File: src/rtl/pwr_mode_pkg.sv
// Shared codes for the power mode supervisor.
// Assumes: mode and command codes are fixed at three bits each.
package pwr_mode_pkg;

    localparam int MODE_W = 3;
    localparam int CMD_W  = 3;

    typedef enum logic [MODE_W-1:0] {
        MODE_INIT     = 3'd0,
        MODE_NORMAL   = 3'd1,
        MODE_STOP     = 3'd2,
        MODE_SLEEP    = 3'd3,
        MODE_RESTART  = 3'd4,
        MODE_FAILSAFE = 3'd5
    } mode_e;

    typedef enum logic [CMD_W-1:0] {
        CMD_NORMAL  = 3'd0,
        CMD_STOP    = 3'd1,
        CMD_SLEEP   = 3'd2,
        CMD_SOFTRST = 3'd3,
        CMD_WDREF   = 3'd4,
        CMD_STATUS  = 3'd5,
        CMD_CFG     = 3'd6,
        CMD_BAD     = 3'd7
    } cmd_e;

    // Outcome of judging one command against the current mode.
    typedef struct packed {
        mode_e target;
        logic  fail_set;
        logic  fail_clr;
        logic  uv_clr;
    } verdict_t;

    function automatic int max3(input int a, input int b, input int c);
        int m;
        m = (a > b) ? a : b;
        return (m > c) ? m : c;
    endfunction

endpackage

File: src/rtl/pwr_cmd_judge.sv
// Judges a decoded serial command against the current mode.
// Purely combinational: it gives the mode the command asks for and its flag and tally side effects.
// Assumes: faults of higher priority are resolved by the caller, which
// drops this verdict when such a fault is present.
module pwr_cmd_judge
    import pwr_mode_pkg::*;
(
    input  mode_e    mode_i,
    input  logic     cmd_valid_i,
    input  cmd_e     cmd_i,
    input  logic     wake_src_en_i,
    input  logic     wake_pend_i,
    output verdict_t verdict_o
);

    // Decide the target mode and side effects for this command.
    always_comb begin
        verdict_o          = '0;
        verdict_o.target   = mode_i;
        if (cmd_valid_i) begin
            unique case (mode_i)
                MODE_INIT: verdict_o.target = MODE_NORMAL;
                MODE_NORMAL: begin
                    unique case (cmd_i)
                        CMD_STOP:    verdict_o.target = MODE_STOP;
                        CMD_SLEEP: begin
                            if (!wake_src_en_i) begin
                                verdict_o.target   = MODE_RESTART;
                                verdict_o.fail_set = 1'b1;
                            end else if (wake_pend_i) begin
                                verdict_o.target   = MODE_RESTART;
                            end else begin
                                verdict_o.target   = MODE_SLEEP;
                            end
                        end
                        CMD_SOFTRST: verdict_o.target   = MODE_INIT;
                        CMD_WDREF:   verdict_o.uv_clr   = 1'b1;
                        CMD_STATUS:  verdict_o.fail_clr = 1'b1;
                        CMD_BAD:     verdict_o.fail_set = 1'b1;
                        default:     verdict_o.target   = mode_i;
                    endcase
                end
                MODE_STOP: begin
                    unique case (cmd_i)
                        CMD_NORMAL:  verdict_o.target   = MODE_NORMAL;
                        CMD_SOFTRST: verdict_o.target   = MODE_INIT;
                        CMD_WDREF:   verdict_o.uv_clr   = 1'b1;
                        CMD_STATUS:  verdict_o.fail_clr = 1'b1;
                        CMD_SLEEP: begin
                            verdict_o.target   = MODE_RESTART;
                            verdict_o.fail_set = 1'b1;
                        end
                        default:     verdict_o.fail_set = 1'b1;
                    endcase
                end
                default: verdict_o.target = mode_i;
            endcase
        end
    end

endmodule

File: src/rtl/pwr_dwell_timer.sv
// Down-counter for the reset delay and the Fail-Safe dwell.
// A load sets the count; each tick then takes one off until it reaches zero.
// Assumes: a load has priority over a tick in the same cycle.
module pwr_dwell_timer #(
    parameter int CNT_W = 8
) (
    input  logic             clk,
    input  logic             rst_n,
    input  logic             load_i,
    input  logic [CNT_W-1:0] load_val_i,
    input  logic             tick_i,
    output logic             zero_o
);

    logic [CNT_W-1:0] cnt_q;

    // Load, or count down on a tick while above zero.
    always_ff @(posedge clk) begin
        if (!rst_n) begin
            cnt_q <= '0;
        end else if (load_i) begin
            cnt_q <= load_val_i;
        end else if (tick_i && (cnt_q != '0)) begin
            cnt_q <= cnt_q - 1'b1;
        end
    end

    assign zero_o = (cnt_q == '0);

endmodule

File: src/rtl/pwr_uv_tally.sv
// Counts undervoltage events since the last clear.
// It flags, in the same cycle, the event that reaches the limit.
// Assumes: the caller clears the tally when it acts on the flagged event.
module pwr_uv_tally #(
    parameter int LIMIT = 4
) (
    input  logic clk,
    input  logic rst_n,
    input  logic evt_i,
    input  logic clr_i,
    output logic hit_o
);

    localparam int              W    = $clog2(LIMIT + 1);
    localparam logic [W-1:0]    LAST = W'(LIMIT - 1);

    logic [W-1:0] cnt_q;

    assign hit_o = evt_i && (cnt_q == LAST);

    // Clear on request, else count each event up to the limit.
    always_ff @(posedge clk) begin
        if (!rst_n) begin
            cnt_q <= '0;
        end else if (clr_i) begin
            cnt_q <= '0;
        end else if (evt_i && (cnt_q != LAST)) begin
            cnt_q <= cnt_q + 1'b1;
        end
    end

endmodule

File: src/rtl/pwr_mode_fsm.sv
// Operating-mode controller of the supply-and-bus supervisor.
// Resolves, in each cycle and in priority order: thermal shutdown, undervoltage, watchdog failure, commands, timers and wakes.
// Assumes: every strobe input is high for one cycle per event, tick_i comes at
// most once per clock, and all inputs are synchronous to clk.
module pwr_mode_fsm #(
    parameter int RST_DLY_TICKS  = 8,
    parameter int FS_SHORT_TICKS = 20,
    parameter int FS_LONG_TICKS  = 200,
    parameter int UV_LIMIT       = 4
) (
    input  logic       clk,
    input  logic       rst_n,
    input  logic       tick_i,
    input  logic       cmd_valid_i,
    input  logic [2:0] cmd_i,
    input  logic       wake_evt_i,
    input  logic       wake_src_en_i,
    input  logic       wake_pend_i,
    input  logic       wd_fail_i,
    input  logic       wd_fs_req_i,
    input  logic       uv_evt_i,
    input  logic       tsd_evt_i,
    input  logic       ot_release_i,
    input  logic       dev_strap_i,
    output logic [2:0] mode_o,
    output logic       rst_out_n_o,
    output logic       vcc1_en_o,
    output logic       periph_en_o,
    output logic       wake_irq_o,
    output logic       spi_fail_o
);
    import pwr_mode_pkg::*;

    localparam int TMR_MAX = max3(RST_DLY_TICKS, FS_SHORT_TICKS, FS_LONG_TICKS);
    localparam int TMR_W   = $clog2(TMR_MAX + 1);
    localparam logic [TMR_W-1:0] LD_RST   = TMR_W'(RST_DLY_TICKS);
    localparam logic [TMR_W-1:0] LD_SHORT = TMR_W'(FS_SHORT_TICKS);
    localparam logic [TMR_W-1:0] LD_LONG  = TMR_W'(FS_LONG_TICKS);

    mode_e             mode_q, mode_nxt;
    logic              fs_pend_q, fs_pend_nxt;
    logic              irq_q, fail_q;
    logic              live, uv_qual, wd_qual, wake_any, uv_hit, uv_clr;
    logic              tmr_load, tmr_zero;
    logic [TMR_W-1:0]  tmr_val;
    logic              fail_set, fail_clr;
    verdict_t          verdict;

    assign live     = (mode_q == MODE_INIT) || (mode_q == MODE_NORMAL) || (mode_q == MODE_STOP);
    assign uv_qual  = uv_evt_i && !tsd_evt_i && (live || (mode_q == MODE_RESTART));
    assign wd_qual  = wd_fail_i && !dev_strap_i && live;
    assign wake_any = wake_evt_i || ot_release_i;

    pwr_cmd_judge u_judge (
        .mode_i        (mode_q),
        .cmd_valid_i   (cmd_valid_i),
        .cmd_i         (cmd_e'(cmd_i)),
        .wake_src_en_i (wake_src_en_i),
        .wake_pend_i   (wake_pend_i),
        .verdict_o     (verdict)
    );

    pwr_dwell_timer #(.CNT_W(TMR_W)) u_timer (
        .clk        (clk),
        .rst_n      (rst_n),
        .load_i     (tmr_load),
        .load_val_i (tmr_val),
        .tick_i     (tick_i),
        .zero_o     (tmr_zero)
    );

    pwr_uv_tally #(.LIMIT(UV_LIMIT)) u_uv (
        .clk   (clk),
        .rst_n (rst_n),
        .evt_i (uv_qual),
        .clr_i (uv_clr),
        .hit_o (uv_hit)
    );

    // Choose the next mode and the timer load, in priority order.
    always_comb begin
        mode_nxt = mode_q;
        tmr_load = 1'b0;
        tmr_val  = LD_RST;
        fail_set = 1'b0;
        fail_clr = 1'b0;
        uv_clr   = 1'b0;
        if (tsd_evt_i) begin
            mode_nxt = MODE_FAILSAFE;
            tmr_load = 1'b1;
            tmr_val  = LD_LONG;
        end else if (uv_qual) begin
            tmr_load = 1'b1;
            if (uv_hit) begin
                mode_nxt = MODE_FAILSAFE;
                tmr_val  = LD_SHORT;
            end else begin
                mode_nxt = MODE_RESTART;
            end
        end else if (wd_qual) begin
            tmr_load = 1'b1;
            if (wd_fs_req_i) begin
                mode_nxt = MODE_FAILSAFE;
                tmr_val  = LD_SHORT;
            end else begin
                mode_nxt = MODE_RESTART;
            end
        end else begin
            unique case (mode_q)
                MODE_INIT, MODE_NORMAL, MODE_STOP: begin
                    mode_nxt = verdict.target;
                    fail_set = verdict.fail_set;
                    fail_clr = verdict.fail_clr;
                    uv_clr   = verdict.uv_clr;
                    tmr_load = (verdict.target == MODE_RESTART);
                end
                MODE_RESTART: begin
                    if (tmr_zero) mode_nxt = MODE_NORMAL;
                end
                MODE_SLEEP: begin
                    if (wake_evt_i) begin
                        mode_nxt = MODE_RESTART;
                        tmr_load = 1'b1;
                    end
                end
                MODE_FAILSAFE: begin
                    if (tmr_zero && (fs_pend_q || wake_any)) begin
                        mode_nxt = MODE_RESTART;
                        tmr_load = 1'b1;
                    end
                end
                default: mode_nxt = MODE_INIT;
            endcase
        end
        if (mode_nxt == MODE_FAILSAFE) uv_clr = 1'b1;
    end

    // Wakes are stored only while the machine stays in Fail-Safe.
    always_comb begin
        if ((mode_q == MODE_FAILSAFE) && (mode_nxt == MODE_FAILSAFE)) begin
            fs_pend_nxt = fs_pend_q || wake_any;
        end else begin
            fs_pend_nxt = 1'b0;
        end
    end

    // State, stored wake, interrupt pulse and sticky flag registers.
    always_ff @(posedge clk) begin
        if (!rst_n) begin
            mode_q    <= MODE_INIT;
            fs_pend_q <= 1'b0;
            irq_q     <= 1'b0;
            fail_q    <= 1'b0;
        end else begin
            mode_q    <= mode_nxt;
            fs_pend_q <= fs_pend_nxt;
            irq_q     <= wake_evt_i && ((mode_q == MODE_NORMAL) || (mode_q == MODE_STOP));
            if (fail_set) begin
                fail_q <= 1'b1;
            end else if (fail_clr) begin
                fail_q <= 1'b0;
            end
        end
    end

    assign mode_o      = mode_q;
    assign rst_out_n_o = !((mode_q == MODE_RESTART) || (mode_q == MODE_SLEEP) ||
                           (mode_q == MODE_FAILSAFE));
    assign vcc1_en_o   = live || (mode_q == MODE_RESTART);
    assign periph_en_o = (mode_q == MODE_NORMAL) || (mode_q == MODE_STOP);
    assign wake_irq_o  = irq_q;
    assign spi_fail_o  = fail_q;

endmodule

File: config.mk
export PLATFORM = sky130hd
export DESIGN_NAME = pwr_mode_fsm
export DESIGN_NICKNAME = d
export VERILOG_FILES = /design/src/rtl/pwr_mode_pkg.sv /design/src/rtl/pwr_cmd_judge.sv /design/src/rtl/pwr_dwell_timer.sv /design/src/rtl/pwr_uv_tally.sv /design/src/rtl/pwr_mode_fsm.sv
export SDC_FILE = /design/constraint.sdc
export NUM_CORES = 1
export LEC_CHECK = 0
export BUFFER_PORTS_ARGS = -buffer_cell sky130_fd_sc_hd__buf_2
export CAP_MARGIN = 20
export CELL_PAD_IN_SITES_DETAIL_PLACEMENT = 0
export CELL_PAD_IN_SITES_GLOBAL_PLACEMENT = 1
export CORE_AREA = 8 8 80 82
export CTS_CLUSTER_SIZE = 40
export DETAILED_ROUTE_END_ITERATION = 8
export DIE_AREA = 0 0 88 90
export PLACE_DENSITY = 0.64
export RECOVER_POWER = 50
export SYNTH_ARGS = -nofsm -noshare
export SYNTH_HDL_FRONTEND = slang
export SYNTH_HIERARCHICAL = 1
export SYNTH_SLANG_ARGS = --single-unit
File: constraint.sdc
create_clock -name clk -period 3.6 [get_ports clk]
set_clock_uncertainty 0.15 [all_clocks]
set_input_delay 0.54 -clock clk [delete_from_list [all_inputs] [get_ports clk]]
set_output_delay 0.54 -clock clk [all_outputs]
set_load 0.05 [all_outputs]
==> results of run 1 <==
-- synth_stat cells (2+ instances only) --
cell type | count | share of area, %
or2_2 | 2 | 0.85
buf_6 | 2 | 1.5
o31ai_1 | 4 | 2.0
mux2i_1 | 3 | 2.0
nor2_1 | 15 | 3.8
dfxtp_1 | 17 | 23
and2b_2 | 2 | 1.2
nor3_1 | 3 | 1.0
a31oi_1 | 4 | 1.7
o21ai_0 | 12 | 4.1
ha_1 | 4 | 3.4
nor2b_1 | 4 | 1.7
xnor2_1 | 6 | 3.6
and3_1 | 2 | 0.85
a21oi_1 | 9 | 3.1
nand2b_1 | 5 | 2.1
inv_1 | 8 | 2.0
and2_1 | 2 | 0.85
nor4b_1 | 2 | 1.2
nand3_1 | 5 | 1.7
nand2_1 | 10 | 2.6
o211a_1 | 2 | 1.4
nor3b_1 | 7 | 3.6
or4_1 | 2 | 1.0
-- flip-flops by register name (all words and copies together), names as in the netlist --
name / flops
u_timer/cnt_q: 8
mode_o: 3
u_uv/cnt_q: 3
fs_pend_q: 1
spi_fail_o: 1
wake_irq_o: 1
-- critical path, stage by stage (launching register included) --
cell and delay (ns):
dfxtp_1 0.44, clkbuf_1 0.54, o21ai_4 0.13, nand3_2 0.14, nor2_1 0.06, and2_2 0.21, or3_4 0.37, a22oi_1 0.38
o21ai_2 0.10, nand2b_1 0.20, a211oi_2 0.15
-- through the flow --
step	utilization, %	cells
2_1_floorplan	-	180
3_3_place_gp	31.8	272
3_5_place_dp	31.8	272
4_1_cts	32.7	276
5_1_grt	32.0	276
6_report	32.0	276
-- layout by cell type, fill, tap and decap left out, drive strengths merged, types with 3 or more instances in the layout --
| master | n |
|---|---|
| xnor2 | 6 |
| o21ai | 14 |
| nand2 | 11 |
| nor2b | 5 |
| and2 | 3 |
| o31ai | 4 |
| and2b | 3 |
| nand3 | 6 |
| dfxtp | 17 |
| nor2 | 15 |
| nor3b | 7 |
| or4 | 4 |
| ha | 4 |
| conb | 3 |
| buf | 20 |
| inv | 8 |
| a21oi | 9 |
| clkbuf | 10 |
| nor3 | 4 |
| a22oi | 3 |
| mux2i | 3 |
| nand2b | 5 |
| or2 | 4 |
| a31oi | 5 |
-- metal layers --
| metal | global-route usage [%] | wire [microns] | vias to the layer above |
|---|---|---|---|
| met1 | 12.1 | 1750 | 617 |
| met3 | 1.91 | 135 | 5 |
| met5 | 0 | 0 | - |
| li1 | - | - | 708 |
| met2 | 15.1 | 1620 | 25 |
| met4 | 2.58 | 31 | 0 |
-- area by class of cell --
cell class / instances / area (sq um)
clock buffers: 3 / 41.3
clock inverters: 1 / 5.00
fillers: 562 / 3560
inverters: 8 / 30.0
multi-input cells: 148 / 1040
flip-flops and latches: 17 / 340
well taps: 72 / 90.1
repair buffers: 27 / 134
-- where the power goes --
group	switching (uW)	leakage, uW	internal (uW)
registers	11.2	0.000140	199
logic	105	0.000482	65.5
clock network	70.0	0.0000255	76.9
total	186	0.000647	342
-- worst max-delay path by stage --
stage,start,endpoint,cells past startpoint
after global placement,cmd_valid_i,u_timer/cnt_q[1]$_SDFFE_PN0P_,9
after CTS,u_timer/cnt_q[2]$_SDFFE_PN0P_,u_timer/cnt_q[2]$_SDFFE_PN0P_,10
final,mode_o[2]$_SDFF_PN0_,u_uv/cnt_q[2]$_SDFFE_PP0P_,10
after floorplan,mode_o[0]$_SDFF_PN0_,u_timer/cnt_q[1]$_SDFFE_PN0P_,8
after detailed placement,cmd_valid_i,u_timer/cnt_q[1]$_SDFFE_PN0P_,9
after global routing,mode_o[2]$_SDFF_PN0_,u_uv/cnt_q[2]$_SDFFE_PP0P_,10
-- cells by family after synthesis --
family                     synth area share, %
AOI/OAI and AO/OA                         27.3
xor gates and xnor gates                  4.17
DFF                                       23.1
adders and majority gates                 3.40
muxes                                     2.04
and+or+nand+nor                           34.4
buffers and inverters                     5.28
other                                    0.255
==> summary.md, run 1 <==
| Metric | Value |
|---|---|
| Outcome | finished, final reports clean |
| Final setup TNS | 0 ns |
| Die Span Y | 90 microns |
| Sequential cell area fraction in the yosys report | 23.1% |
| Final worst setup slack | 0.645 ns |
| Pwr dens | 315 mW/mm^2 |
| Drt pass-1 iters | 4 |
| Final cycle utilization of the critical path | 82.1% |
| Total CTS buffers | 3 |
| Min-Delay Endpoint | u_timer/cnt_q[5]$_SDFFE_PN0P_ |
| Avg Synthesized Cell Area | 8.26 sq um |
| Nets@finish | 225 |
| Min-delay src | u_timer/cnt_q[5]$_SDFFE_PN0P_ |
| Core area | 0.00524 sq mm |
| Dpl ws | 0.608 ns |
| Leakage | 0.000647 uW |
| Hold-fix buffers, CTS | 0 |
| Main synth FF type | dfxtp_1 |
| Synth Register Bits | 17 |
| Hold_ws | 0.346 ns |
| Pins Over Slew Limit | 0 |
| Overall power | 528 uW |
| Clk_lat worst skew | 0.25 ns |
| RD Place Congestion | 0.775 |
| Dpl hpwl | 2.76 mm |
| Achievable Freq | 338 MHz |
| Initial antenna violation count | 0 |
| Critical path type | reg2reg |
| Initial cell density of the core | 28.1% |
| HP Class | reg2reg |
| Number of hold violations in the final report | 0 |
| Clk pin slew, worst setup/hold paths | 0.07 ns |
| Worst-Margin Slew | 0.659 ns |
| Post-synthesis cell type count | 70 |
| H-tree depth | 1 |
| GRT Total Usage | 9.38% |
| Launching point of the worst reg2reg path | mode_o[2]$_SDFF_PN0_ |
| Setup Fix Bufs, Post-CTS | 0 |
| Arr. time, crit path | 2.99 ns |
| Async set-reset flop share out of synthesis | 0% |
| Cells on worst reg2reg path | 10 |
| ANT nets after route | 0 |
| R2r endpoint | u_uv/cnt_q[2]$_SDFFE_PP0P_ |
| RSZ-0062 raised after global routing | false |
| Via count | 1355 |
| R2r setup slk | 0.65 ns |
| Root Buffer | clkbuf_8 |
| CTS tree | yes |
| Number of synthesized flops with an enable pin | 0 |
| CTS sink cnt | 17 |
| Layout cells sized above 1 | 21.6% |
| ANT cells | 0 |
| Placed cell areas | 0.00167 sq mm |
| Post-Synthesis Cells | 178 |
| Row count | 27 |
| WP data required | 3.63 ns |
| Post-Syn Area | 0.00147 sq mm |
| DR iter-0 viols | 98 |
| Max Fanout on Critical Path | 15 |
| Hold Crit Depth | 2 |
| IO Pins | 24 |
| Final instance area | 0.00168 sq mm |
| Largest net degree at the start of global routing | 18 |
| DRC viols | 0 |
| Via density | 4.91 |
| Die width | 88 microns |
| Final global-route overflow total | 0 |
| Crit path time final | 2.95 ns |
| # resized after CTS | 0 |
| Worst VDD drop | 0.125 mV |
| CP endpoint kind | flip-flop |
| First-pass GRT wire length | 6.20 mm |
| Rel. slew slack | 56.1% |
| Vias in the first global route | 1358 |
| WL/cell | 12.8 microns |
| Ys Warns | 6 |
| CTS Buffer Depth | 2 |
| Max_cap viols | 0 |
| Die ar. | 0.00792 sq mm |
| Area Growth Syn to Fin | 14.0% |
| IO Port Bufs | 23 |
| Routed WL | 3.54 mm |
| Final setup viols | 0 |
| CP Launch Type | flip-flop |
No activity file was read; power rests on OpenSTA's default activity.
==> run 2: changes to the inputs <==
==> constraint.sdc (replaced) <==
create_clock -name clk -period 3 [get_ports clk]
set_clock_uncertainty 0.15 [all_clocks]
set_input_delay 0.45 -clock clk [delete_from_list [all_inputs] [get_ports clk]]
set_output_delay 0.45 -clock clk [all_outputs]
set_load 0.05 [all_outputs]
==> run 2 against run 1 <==
Power grew 22%. Final area increased by 1.7%. Sequential share of layout area decreased by 0.34 points. First-iteration DRC count decreased by 30%. Hold slack gained 0.011 ns. Register-to-register slack got worse by 0.38 ns. Global-route usage is 0.30 points higher. Routed wire length increased by 4.1%. Highest routed layer unchanged.
==> summary.md, run 2 (synthesis gave the netlist of run 1 again) <==
| Metric | Value |
|---|---|
| Final Util | 32.6% |
| Vias in the first global route | 1319 |
| CTS tree | yes |
| WL/cell | 13.3 microns |
| Via count | 1357 |
| Root Buffer | clkbuf_8 |
| Row count | 27 |
| Largest net degree at the start of global routing | 16 |
| Critical path cell sequence | or4_4, nor4_2, o31ai_1, o22a_1, o221ai_1, buf_4, nor3b_1, a21oi_1, o31ai_1, and2_1 |
| Arr. time, crit path | 2.74 ns |
| CTS Buffer Depth | 2 |
| Final global-route overflow total | 0 |
| Worst path buffer plus inverter count | 1 |
| DRC viols | 0 |
| Core area | 0.00524 sq mm |
| RD Place Congestion | 0.781 |
| Cells on worst reg2reg path | 10 |
| Routed WL | 3.69 mm |
| Die width | 88 microns |
| R2r endpoint | u_timer/cnt_q[4]$_SDFFE_PN0P_ |
| Initial antenna violation count | 0 |
| Final cycle utilization of the critical path | 91.3% |
| Achievable Freq | 365 MHz |
| CTS sink cnt | 17 |
| Worst Setup EP | u_timer/cnt_q[4]$_SDFFE_PN0P_ |
| Most frequent cells in the layout | dfxtp_1 (17), buf_2 (17), nor2_1 (15), o21ai_0 (12), nand2_1 (10) |
| Via density | 4.88 |
| CP endpoint kind | flip-flop |
| CP Launch Type | flip-flop |
| CP startpoint | u_timer/cnt_q[2]$_SDFFE_PN0P_ |
| WP depth | 10 |
| H-tree depth | 1 |
| Area Growth Syn to Fin | 16.0% |
| Launching point of the worst reg2reg path | u_timer/cnt_q[2]$_SDFFE_PN0P_ |
| Drt pass-1 iters | 4 |
| Final setup viols | 0 |
| Total CTS buffers | 3 |
| Slowest-stage cell, CP | or4_4 |
| CP dominant cell by count | o31ai_1 |
| Crit path time final | 2.74 ns |
| Rel. slew slack | 59.9% |
| Top delay family on crit path | simple AND/OR/NAND/NOR gates |
| ANT cells | 0 |
| Dpl hpwl | 2.86 mm |
| First-pass GRT wire length | 6.36 mm |
| R2r setup slk | 0.26 ns |
| CP max stage delay | 0.60 ns |
| Final setup TNS | 0 ns |
| Max_cap viols | 0 |
| ANT nets after route | 0 |
| Placed cells | 274 |
| Clk_lat worst skew | 0.26 ns |
| WP data required | 3.01 ns |
| IO Port Bufs | 23 |
| Largest Register | u_timer/cnt_q |
| Die ar. | 0.00792 sq mm |
| Layout cells sized above 1 | 23.8% |
| HP Class | reg2reg |
| Pins Over Slew Limit | 0 |
| IO Pins | 24 |
| Pwr dens | 377 mW/mm^2 |
| Leakage | 0.000662 uW |
| Number of hold violations in the final report | 0 |
| Max Fanout on Critical Path | 9 |
| Die Span Y | 90 microns |
| Critical path type | reg2reg |
| GRT Total Usage | 9.69% |
| RSZ-0062 raised after global routing | false |
| DR iter-0 viols | 69 |
| Worst VDD drop | 0.155 mV |
| Hold-fix buffers, CTS | 0 |
| Initial cell density of the core | 28.1% |
| Nets@finish | 227 |
| Outcome | finished, final reports clean |
| Clk pin slew, worst setup/hold paths | 0.07 ns |
| Worst-Margin Slew | 0.604 ns |
| Max FFs per register | 8 |
| Final Non-Filler Cells | 278 |
[run 2: worst register-to-register path, cell delays in order, from the launching register on]
cell and delay [ns]:
dfxtp_1 0.36, or4_4 0.60, nor4_2 0.21, o31ai_1 0.14
o22a_1 0.22, o221ai_1 0.28, buf_4 0.23, nor3b_1 0.06
a21oi_1 0.11, o31ai_1 0.09, and2_1 0.18
[run 2: timing repair]
item / CTS / global route
resized for setup: 0 / 1
setup buffers: 0 / 0
endpoints found under the setup margin: 0 / 3
[run 2: layout make-up]
cell class / count / area [sq um]
well taps: 72 / 90.1
repair buffers: 29 / 153
clock buffers: 3 / 41.3
flip-flops and latches: 17 / 340
fillers: 601 / 3530
multi-input cells: 148 / 1050
clock inverters: 1 / 5.00
inverters: 8 / 30.0
[run 2: worst min-delay path by stage]
stage                               start                         end  slack [ns]  cells after the start
2_1_floorplan  u_uv/cnt_q[1]$_SDFFE_PP0P_  u_uv/cnt_q[1]$_SDFFE_PP0P_        0.31                      2
3_3_place_gp   u_uv/cnt_q[1]$_SDFFE_PP0P_  u_uv/cnt_q[1]$_SDFFE_PP0P_        0.33                      2
5_1_grt                        wake_evt_i       wake_irq_o$_SDFF_PN0_        0.37                      2
6_report          spi_fail_o$_SDFFE_PN0P_     spi_fail_o$_SDFFE_PN0P_        0.36                      2
3_5_place_dp      spi_fail_o$_SDFFE_PN0P_     spi_fail_o$_SDFFE_PN0P_        0.35                      2
4_1_cts                        wake_evt_i       wake_irq_o$_SDFF_PN0_        0.36                      2
[run 2: where the power goes]
| part | internal, uW | total [uW] | leakage (uW) | switching, uW |
|---|---|---|---|---|
| combinational | 84.6 | 213 | 0.000497 | 129 |
| clock | 92.2 | 176 | 0.0000255 | 83.5 |
| sequential | 239 | 255 | 0.000140 | 15.5 |
[run 2: routing by layer]
| layer | GRT usage (%) | vias up | share of wire, % |
|---|---|---|---|
| met5 | 0 | - | 0 |
| met4 | 3.01 | 0 | 0.38 |
| met3 | 2.09 | 2 | 4.3 |
| met2 | 14.3 | 17 | 45 |
| met1 | 13.4 | 629 | 50 |
| li1 | - | 709 | - |
[run 2: metrics by stage]
step / setup WS (ns) / hold WS [ns] / total power (uW) / instance area, sq um
global placement: 0.185 / 0.333 / 479 / 1680
finish: 0.262 / 0.357 / 643 / 1710
CTS: 0.109 / 0.363 / 657 / 1730
global route: 0.0617 / 0.374 / 686 / 1710
detailed placement: 0.128 / 0.350 / 478 / 1680
floorplan: 0.309 / 0.315 / 421 / 1480
==> run 3: changes to the inputs <==
--- a/config.mk
+++ b/config.mk
@@ -7,15 +7,12 @@
 export LEC_CHECK = 0
 export BUFFER_PORTS_ARGS = -buffer_cell sky130_fd_sc_hd__buf_2
 export CAP_MARGIN = 20
-export CELL_PAD_IN_SITES_DETAIL_PLACEMENT = 0
-export CELL_PAD_IN_SITES_GLOBAL_PLACEMENT = 1
-export CORE_AREA = 8 8 80 82
+export CORE_AREA = 8 8 77 79
 export CTS_CLUSTER_SIZE = 40
 export DETAILED_ROUTE_END_ITERATION = 8
-export DIE_AREA = 0 0 88 90
-export PLACE_DENSITY = 0.64
+export DIE_AREA = 0 0 85 87
+export PLACE_DENSITY = 0.53
 export RECOVER_POWER = 50
 export SYNTH_ARGS = -nofsm -noshare
 export SYNTH_HDL_FRONTEND = slang
-export SYNTH_HIERARCHICAL = 1
 export SYNTH_SLANG_ARGS = --single-unit
==> run 3 against run 2 <==
Critical path depth fell by 4. Via count fell by 7.4%. First-iteration DRC count fell by 59%. Maximum frequency rose by 6.7%. Sequential cell count did not move. Critical path type unchanged.
==> summary.md, run 3 <==
| Metric | Value |
|---|---|
| # fillers | 517 |
| Post-Syn Area | 0.00138 sq mm |
| CTS sink cnt | 17 |
| Dpl hpwl | 2.75 mm |
| ANT cells | 0 |
| HP Class | reg2reg |
| Cells on worst reg2reg path | 6 |
| Met3 routed WL | 150 microns |
| Total CTS buffers | 3 |
| Ys Warns | 0 |
| RSZ-0062 raised after global routing | false |
| Clk_lat worst skew | 0.25 ns |
| Clk pin slew, worst setup/hold paths | 0.06 ns |
| Core area | 0.00485 sq mm |
| Initial antenna violation count | 0 |
| Largest net degree at the start of global routing | 20 |
| Avg Synthesized Cell Area | 8.50 sq um |
| Max Fanout on Critical Path | 14 |
| Clock power frac | 27.5% |
| Hold Crit Depth | 2 |
| IO Port Bufs | 23 |
| Worst-Margin Slew | 0.631 ns |
| Synth top area cells | dfxtp_1 (25%), ha_1 (3.6%), o311a_1 (3.6%) |
| Most common cell after layout, fill and taps aside | buf_2 |
| Rel. slew slack | 57.9% |
| Root Buffer | clkbuf_8 |
| Post-synth net total | 182 |
| RD Place Congestion | 0.778 |
| Comb pwr share | 30.8% |
| Via density | 5.26 |
| Hold-fix buffers, CTS | 0 |
| Top post-synthesis cells by count | dfxtp_1 (17), inv_1 (12), nand2_1 (12) |
| Die width | 85 microns |
| Met2 Wirelength | 1.64 mm |
| Sequential cell area fraction in the yosys report | 24.7% |
| Setup Fix Bufs, Post-CTS | 0 |
| Achievable Freq | 390 MHz |
| Count leader, synth | dfxtp_1 |
| Pwr dens | 392 mW/mm^2 |
| Arr. time, crit path | 2.61 ns |
| Final setup viols | 0 |
| DRC viols | 0 |
| Outcome | finished, final reports clean |
| Area Growth Syn to Fin | 13.1% |
| CTS Buffer Depth | 2 |
| DR iter-0 viols | 28 |
| Pins Over Slew Limit | 0 |
| ANT nets after route | 0 |
| Number of hold violations in the final report | 0 |
| Leakage | 0.000634 uW |
| Largest Register | u_timer.cnt_q |
| Max_cap viols | 0 |
| Reg power frac | 41.7% |
| Critical path type | reg2reg |
| Final setup TNS | 0 ns |
| Most frequent cells in the layout | buf_2 (18), dfxtp_1 (17), inv_1 (12), nand2_1 (12), nor2_1 (8) |
| WL/cell | 14.7 microns |
| Switching part of the total | 33.9% |
| Synth Register Bits | 17 |
| Nets@finish | 204 |
| Drt pass-1 iters | 4 |
| Routed WL | 3.52 mm |
| CP Launch Type | flip-flop |
| Synth area leader | dfxtp_1 |
| GRT Total Usage | 9.77% |
| Switch Pwr | 207 uW |
| Via count | 1257 |
| # resized after CTS | 0 |
| Main synth FF type | dfxtp_1 |
| Post-synthesis cell type count | 60 |
| Async set-reset flop share out of synthesis | 0% |
| Number of synthesized flops with an enable pin | 0 |
| Vias in the first global route | 1257 |
| Max FFs per register | 8 |
| CP endpoint kind | flip-flop |
| Die Span Y | 87 microns |
| H-tree depth | 1 |
| Worst VDD drop | 0.128 mV |
| Crit path time final | 2.57 ns |
| Final worst setup slack | 0.435 ns |
| Final global-route overflow total | 0 |
| CTS tree | yes |
| Die ar. | 0.00740 sq mm |
| Dpl ws | 0.645 ns |
| Layout cells sized above 1 | 18.0% |
| Row count | 26 |
| Post-Synthesis Cells | 162 |
| First-pass GRT wire length | 5.96 mm |
| Top Metal Used | met4 |
| Initial cell density of the core | 28.4% |
| IO Pins | 24 |
| Yosys top cell area share | 24.7% |
| Final cycle utilization of the critical path | 85.5% |
| WP data required | 3.05 ns |
| Pint | 404 uW |
| Met1 WL | 1.67 mm |
-- run 3: changes by cell type after synthesis, sizes merged, moves of 4 or more --
cell / previous run / this run
o21ai: 14 / 6
nor3b: 7 / 2
o311a: 0 / 5
nor2: 15 / 9
inv: 8 / 12
-- run 3: kinds of logic (layout without fill, tap and decap cells) --
| group | count (synthesis) | after routing | synth area share, % |
|---|---|---|---|
| xor gates and xnor gates | 4 | 4 | 2.54 |
| buffers and inverters | 20 | 41 | 6.81 |
| and+or+nand+nor | 67 | 67 | 30.0 |
| AOI/OAI and AO/OA | 45 | 45 | 28.3 |
| adders and majority gates | 5 | 5 | 4.63 |
| muxes | 4 | 4 | 3.00 |
| DFF | 17 | 17 | 24.7 |
-- run 3: power groups by stage --
stage               sequential (uW)  combinational, uW  clock, uW
global route                    256                208        183
global placement                259                193          0
finish                          254                188        168
floorplan                       262                144          0
CTS                             254                194        174
detailed placement              259                192          0
-- run 3: path summary, 6_finish.rpt --
check,start,endpoint,slack (ns)
setup / recovery,mode_o[0]$_SDFF_PN0_,u_timer.cnt_q[4]$_SDFFE_PN0P_,0.43
hold / removal,u_timer.cnt_q[3]$_SDFFE_PN0P_,u_timer.cnt_q[3]$_SDFFE_PN0P_,0.35
hold reg to reg,u_timer.cnt_q[3]$_SDFFE_PN0P_,u_timer.cnt_q[3]$_SDFFE_PN0P_,0.35
setup reg to reg,mode_o[0]$_SDFF_PN0_,u_timer.cnt_q[4]$_SDFFE_PN0P_,0.43
-- run 3: cell type report --
class | count | area, sq um | area share [%]
multi-input cells | 125 | 937 | 60.2
flip-flops and latches | 17 | 340 | 21.8
inverters | 12 | 45.0 | 2.89
clock buffers | 4 | 45.0 | 2.89
repair buffers | 25 | 120 | 7.71
well taps | 56 | 70.1 | 4.50
-- run 3: critical path, cell delays in order (launching register included) --
cell and delay [ns]:
dfxtp_1 0.42, clkbuf_1 0.52, and2b_4 0.28, o311a_1 0.18
nor2b_1 0.38, or2_1 0.37, o311a_1 0.21
-- run 3: routing by layer --
layer	vias up	GRT usage (%)
met5	-	0
li1	651	-
met4	0	3.88
met1	579	11.4
met2	22	17.0
met3	5	1.89
-- run 3: stage by stage --
stage	util, %	instances	power (uW)	hold WS [ns]	cell area, sq um
finish	32.1	239	611	0.349	1560
global route	32.1	239	647	0.374	1560
CTS	32.5	239	622	0.346	1570
detailed placement	31.5	235	451	0.339	1530
global placement	31.5	235	452	0.329	1530
floorplan	-	162	405	0.309	1380
